File: src/rtl/uart_fifo_flags.sv
module uart_fifo_flags #(
  parameter int DEPTH = 16
) (
  input  logic        clk,
  input  logic        rst_n,
  input  logic        host_wr,
  input  logic        host_rd,
  input  logic [1:0]  host_addr,
  input  logic [15:0] host_wdata,
  output logic [15:0] host_rdata,
  input  logic        tx_pop,
  output logic        tx_valid,
  output logic [7:0]  tx_byte,
  input  logic        rx_push,
  input  logic [7:0]  rx_byte,
  output logic        tx_flag,
  output logic        rx_flag
);
  localparam int CW = $clog2(DEPTH + 1);
  localparam int PW = (DEPTH > 1) ? $clog2(DEPTH) : 1;
  localparam logic [CW-1:0] FULL = CW'(DEPTH);
  localparam logic [1:0] A_DATA = 2'd0, A_STAT = 2'd1, A_CTRL = 2'd2, A_CNT = 2'd3;

  logic [7:0]    tx_mem [DEPTH];
  logic [7:0]    rx_mem [DEPTH];
  logic [PW-1:0] tx_wp, tx_rp, rx_wp, rx_rp;
  logic [CW-1:0] tx_cnt, rx_cnt, tx_trig, rx_trig;
  logic [3:0]    ctrl;
  logic [7:0]    rx_last;
  logic          tdfe, rdf, tx_arm, rx_arm;

  function automatic logic [PW-1:0] bump(input logic [PW-1:0] p);
    return (p == PW'(DEPTH - 1)) ? '0 : p + 1'b1;
  endfunction

  wire tx_put  = host_wr && host_addr == A_DATA && tx_cnt < FULL;
  wire tx_take = tx_pop && tx_cnt != '0;
  wire rx_put  = rx_push && rx_cnt < FULL;
  wire rx_take = host_rd && host_addr == A_DATA && rx_cnt != '0;
  wire st_rd   = host_rd && host_addr == A_STAT;
  wire st_wr   = host_wr && host_addr == A_STAT;
  wire tx_clr  = st_wr && tx_arm && !host_wdata[1];
  wire rx_clr  = st_wr && rx_arm && !host_wdata[0];

  always_comb begin
    case (ctrl[1:0])
      2'd0:    tx_trig = CW'(8);
      2'd1:    tx_trig = CW'(4);
      2'd2:    tx_trig = CW'(2);
      default: tx_trig = CW'(0);
    endcase
    case (ctrl[3:2])
      2'd0:    rx_trig = CW'(1);
      2'd1:    rx_trig = CW'(4);
      2'd2:    rx_trig = CW'(8);
      default: rx_trig = CW'(14);
    endcase
  end

  wire tx_hit = tx_cnt <= tx_trig;
  wire rx_hit = rx_cnt >= rx_trig;

  always_ff @(posedge clk) begin
    if (tx_put) tx_mem[tx_wp] <= host_wdata[7:0];
    if (rx_put) rx_mem[rx_wp] <= rx_byte;
  end

  always_ff @(posedge clk) begin
    if (!rst_n) begin
      tx_wp <= '0; tx_rp <= '0; tx_cnt <= '0;
      rx_wp <= '0; rx_rp <= '0; rx_cnt <= '0;
      rx_last <= '0;
    end else begin
      if (tx_put)  tx_wp <= bump(tx_wp);
      if (tx_take) tx_rp <= bump(tx_rp);
      if (tx_put && !tx_take) tx_cnt <= tx_cnt + 1'b1;
      else if (!tx_put && tx_take) tx_cnt <= tx_cnt - 1'b1;
      if (rx_put)  rx_wp <= bump(rx_wp);
      if (rx_take) begin
        rx_rp   <= bump(rx_rp);
        rx_last <= rx_mem[rx_rp];
      end
      if (rx_put && !rx_take) rx_cnt <= rx_cnt + 1'b1;
      else if (!rx_put && rx_take) rx_cnt <= rx_cnt - 1'b1;
    end
  end

  always_ff @(posedge clk) begin
    if (!rst_n) begin
      ctrl <= '0; tdfe <= 1'b1; rdf <= 1'b0; tx_arm <= 1'b0; rx_arm <= 1'b0;
    end else begin
      if (host_wr && host_addr == A_CTRL) ctrl <= host_wdata[3:0];
      tdfe <= tx_clr ? 1'b0 : (tdfe | tx_hit);
      rdf  <= rx_clr ? 1'b0 : (rdf | rx_hit);
      if (st_wr) begin
        tx_arm <= 1'b0;
        rx_arm <= 1'b0;
      end else if (st_rd) begin
        if (tdfe) tx_arm <= 1'b1;
        if (rdf)  rx_arm <= 1'b1;
      end
    end
  end

  always_comb begin
    case (host_addr)
      A_DATA:  host_rdata = {8'h00, (rx_cnt != '0) ? rx_mem[rx_rp] : rx_last};
      A_STAT:  host_rdata = {14'b0, tdfe, rdf};
      A_CTRL:  host_rdata = {12'b0, ctrl};
      default: host_rdata = {8'(tx_cnt), 8'(rx_cnt)};
    endcase
  end

  assign tx_valid = tx_cnt != '0;
  assign tx_byte  = tx_mem[tx_rp];
  assign tx_flag  = tdfe;
  assign rx_flag  = rdf;

  assert_tx_bound_R2: assert property (@(posedge clk) disable iff (!rst_n)
    tx_cnt <= FULL);
  assert_tx_drop_R2: assert property (@(posedge clk) disable iff (!rst_n)
    (host_wr && host_addr == A_DATA && tx_cnt == FULL && !tx_pop) |=> tx_cnt == FULL);
  assert_rx_empty_hold_R3: assert property (@(posedge clk) disable iff (!rst_n)
    (host_rd && host_addr == A_DATA && rx_cnt == '0 && !rx_push) |=> rx_cnt == '0);
  assert_tx_level_R5: assert property (@(posedge clk) disable iff (!rst_n)
    (tx_cnt <= tx_trig && !st_wr) |=> tx_flag);
  assert_rx_level_R6: assert property (@(posedge clk) disable iff (!rst_n)
    (rx_cnt >= rx_trig && !st_wr) |=> rx_flag);
  assert_clear_armed_R7: assert property (@(posedge clk) disable iff (!rst_n)
    $fell(tx_flag) |-> ($past(tx_arm) && $past(st_wr) && !$past(host_wdata[1])));
  assert_return_R8: assert property (@(posedge clk) disable iff (!rst_n)
    (!rx_flag && rx_cnt >= rx_trig && !st_wr) |=> rx_flag);
  assert_tx_sticky_R9: assert property (@(posedge clk) disable iff (!rst_n)
    (tx_flag && !st_wr) |=> tx_flag);
  assert_rx_sticky_R9: assert property (@(posedge clk) disable iff (!rst_n)
    (rx_flag && !st_wr) |=> rx_flag);
endmodule

File: config.mk
export PLATFORM = sky130hd
export DESIGN_NAME = uart_fifo_flags
export DESIGN_NICKNAME = d
export VERILOG_FILES = /design/src/rtl/uart_fifo_flags.sv
export SDC_FILE = /design/constraint.sdc
export NUM_CORES = 1
export LEC_CHECK = 0
export BUFFER_PORTS_ARGS = -buffer_cell sky130_fd_sc_hd__buf_2
export CAP_MARGIN = 20
export CORE_UTILIZATION = 55
export DETAILED_ROUTE_END_ITERATION = 7
export PLACE_DENSITY = 0.86
export SYNTH_ARGS = -nofsm -noshare
export SYNTH_HDL_FRONTEND = slang
export SYNTH_SLANG_ARGS = --single-unit
File: constraint.sdc
create_clock -name clk -period 2.8 [get_ports clk]
set_input_delay 0.28 -clock clk [delete_from_list [all_inputs] [get_ports clk]]
set_output_delay 0.28 -clock clk [all_outputs]
set_load 0.005 [all_outputs]
==> results.sh <==
export IMPL_outcome="finished, final reports clean"
export IMPL_layoutNonFillerInstCount=1136
export IMPL_antenna_found_initial=1
export IMPL_power_density_mw_per_mm2=755.6
export IMPL_start_kind="flop"
export IMPL_final_core_util_pct=64.08
export IMPL_cts_sinks=306
export IMPL_required_ns=2.52
export IMPL_maxCapViolCount=0
export IMPL_cpLargestDelayFamily="buffers and inverters"
export IMPL_portBuffers=47
export IMPL_antenna_left=0
export IMPL_gp_congestion=0.8327
export IMPL_vias=6872
export IMPL_max_stage_delay_ns=0.51
export IMPL_die_area_mm2=0.02367
export IMPL_clockRootBuffer="clkbuf_16"
export IMPL_h_tree_depth=1
export IMPL_cts_buffers=29
export IMPL_remaining_drc_errors=0
export IMPL_setup_slack_ns=0.03853
export IMPL_io_pins=59
export IMPL_final_cell_mix="256 x edfxtp_1, 57 x mux4_2, 47 x buf_2"
export IMPL_first_global_vias=7060
export IMPL_totalWireLength_mm=25.98
export IMPL_yosysSeqAreaShare_pct=68.52
export IMPL_die_h_um=153.8
export IMPL_path_buf_inv=2
export IMPL_fin_worst_skew_ns=0.01894
export IMPL_grt_first_pass_wirelength_mm=40.07
export IMPL_cts_tree="done"
export IMPL_clk_pin_slew_ns=0.07
export IMPL_syn_area_mm2=0.01268
export IMPL_area_delta_synth_final_pct=14.42
export IMPL_fp_dieW_um=153.8
export IMPL_synth_main_ff_cell="edfxtp_1"
export IMPL_first_iter_violations=650
export IMPL_fmax_ghz=0.3621
export IMPL_placed_cells=1076
export IMPL_initial_core_util_pct=56.00
export IMPL_drt_wirelength_per_cell_um=22.87
export IMPL_crit_fanout=15
export IMPL_synth_warnings=0
export IMPL_worst_pin_slew_ns=0.7768
export IMPL_cp_slowest_cell="mux4_2"
export IMPL_grt_max_degree=33
export IMPL_synth_cell_type_count=53
export IMPL_dr_pass1_iters=6
export IMPL_cp_end_kind="output port"
export IMPL_gr_total_overflow=0
export IMPL_path_class="flop to output port"
export IMPL_ir_drop_uv=626.0
export IMPL_p_leak_nw=4.911
export IMPL_max_slew_margin_pct=48.03
export IMPL_fillers=1435
export IMPL_slew_viol_final=0
export IMPL_ys_seq_elements=306
export IMPL_post_route_min_period_ns=2.761
export IMPL_core_mm2=0.02264
export IMPL_rows=55
export IMPL_cts_buffer_depth=3
export IMPL_setup_tns_ns=0
export IMPL_cp_cell_sequence="bufbuf_16 -> mux4_2 -> a22o_1 -> nor2_2 -> o211ai_1 -> buf_2"
export IMPL_drive_gt1_share_pct=26.35
export IMPL_preCtsSetupSlack_ns=-0.007143
export IMPL_layout_commonest_cell="edfxtp_1"
export IMPL_period_share_pct=98.62
export IMPL_hp_class="input port to flop"
export IMPL_hold_viol=0
export IMPL_grt_usage_pct=22.52
export IMPL_num_nets_final=887
export IMPL_synth_edf_count=256
export IMPL_setup_viol=0
export IMPL_holdWs_ns=0.03291
export IMPL_syn_avg_cell_area_um2=17.25
export IMPL_synthCells=735
export IMPL_post_dp_hpwl_mm=16.21
export IMPL_clk_latency_ns=0.54
export IMPL_via_per_inst=6.049
export IMPL_arrival_ns=2.48
export IMPL_async_flop_share_pct=0
-- path summary, 6_finish.rpt --
path         startpoint             to  slack, ns  cells past startpoint
max                flop  host_rdata[4]       0.04                      6
min             host_rd         rx_arm       0.03                      3
max reg2reg   rx_cnt[2]      rx_cnt[4]       0.13                     12
min reg2reg  rx_last[6]     rx_last[6]       0.47                      2
-- per-layer routing --
layer,vias to the layer above,GRT usage [%],part of all wire (%)
li1,3076,-,-
met1,3476,28.23,39
met2,264,40.43,53
met3,56,3.326,5.5
met4,0,7.095,2.6
met5,-,0,0
-- where the power goes --
group          switching (mW)  leakage, nW  internal (mW)  total [mW]
clock                    1.58        0.431           2.06        3.63
combinational            1.04         1.76           1.05        2.10
sequential              0.135         2.72           5.10        5.23
-- final cells by class --
class                           count  area, um^2  share of cell area, %
Antenna cell                        1       2.502                0.01725
Inverter                           14       52.55                 0.3622
Timing Repair Buffer              100       724.4                  4.994
Sequential cell                   306        8696                  59.94
Multi-Input combinational cell    377        3792                  26.14
Tap cell                          285       356.6                  2.458
Clock inverter                     10       45.04                 0.3105
Clock buffer                       43       838.3                  5.778
-- worst reg2reg max path, cell delays in order, from the launching register on --
cell      delay, ns
dfxtp_1        0.31
or4_4          0.55
nor2_4         0.13
nor2b_4        0.06
inv_2          0.07
ha_4           0.13
inv_2          0.06
fa_2           0.36
a21o_1         0.20
a21oi_2        0.17
xnor2_1        0.10
or3_1          0.31
a21boi_1       0.15
-- registers in the layout, indices dropped and copies added (netlist names), 5 cells and up, named ones only --
name,count
rx_last,8
rx_mem,128
tx_mem,128
rx_cnt,5
tx_cnt,5
-- metrics by stage --
step	power [mW]	area, um^2
2_1_floorplan	6.737	12700
3_3_place_gp	7.219	13420
3_5_place_dp	7.298	13420
4_1_cts	10.96	14390
5_1_grt	11.39	14510
6_report	10.96	14510
-- cells in the mapped netlist (2+ instances only) --
cell      number  area share (%)
dfxtp_1       50             7.9
a21o_1         4            0.24
ha_1          25             2.5
o21ai_1        4            0.16
xnor2_1        9            0.62
mux2i_1       13             1.0
edfxtp_1     256              61
a221oi_2       3            0.36
a21boi_1       3            0.18
clkbuf_1      17            0.50
and2_1        12            0.59
nor2_1        40             1.2
a21oi_1       17            0.67
buf_2          9            0.36
a221oi_1       2            0.14
a222oi_1       2            0.16
o21a_1         2            0.12
or2_2          3            0.15
a21boi_0       3            0.18
nor3_1        12            0.47
nor2b_1       21             1.0
fa_1           2            0.32
buf_4          9            0.53
mux4_1        15             3.1
nand2_1       34             1.0
and3_1         8            0.39
inv_1         13            0.38
nand3_1       14            0.55
o21ai_0       27             1.1
nand2b_1       8            0.39
a32oi_1        2            0.14
a311oi_1       2            0.14
nor3b_1        2            0.12
a22o_1         9            0.62
or3_1          2           0.099
buf_6          3            0.27
o41ai_1        2            0.14
a31oi_1        3            0.15
mux4_2        57              10
xor2_1         3            0.21
-- cell families after synthesis --
| family | Yosys count | synth area share [%] |
|---|---|---|
| flops | 306 | 68.52 |
| simple gates | 162 | 6.562 |
| compound gates | 88 | 4.668 |
| mux | 85 | 14.26 |
| buf+inv | 54 | 2.348 |
| fa+ha+maj | 27 | 2.783 |
| xor+xnor | 12 | 0.8290 |
| other cells | 1 | 0.02957 |
-- repair_timing --
item	in CTS	in global routing
endpoints found under the setup margin	9	8
hold buffers	0	0
cloned	1	0
gates resized for setup	6	14
setup buffers	2	3
pin swaps	1	7
(Power assumes the default switching activity.)
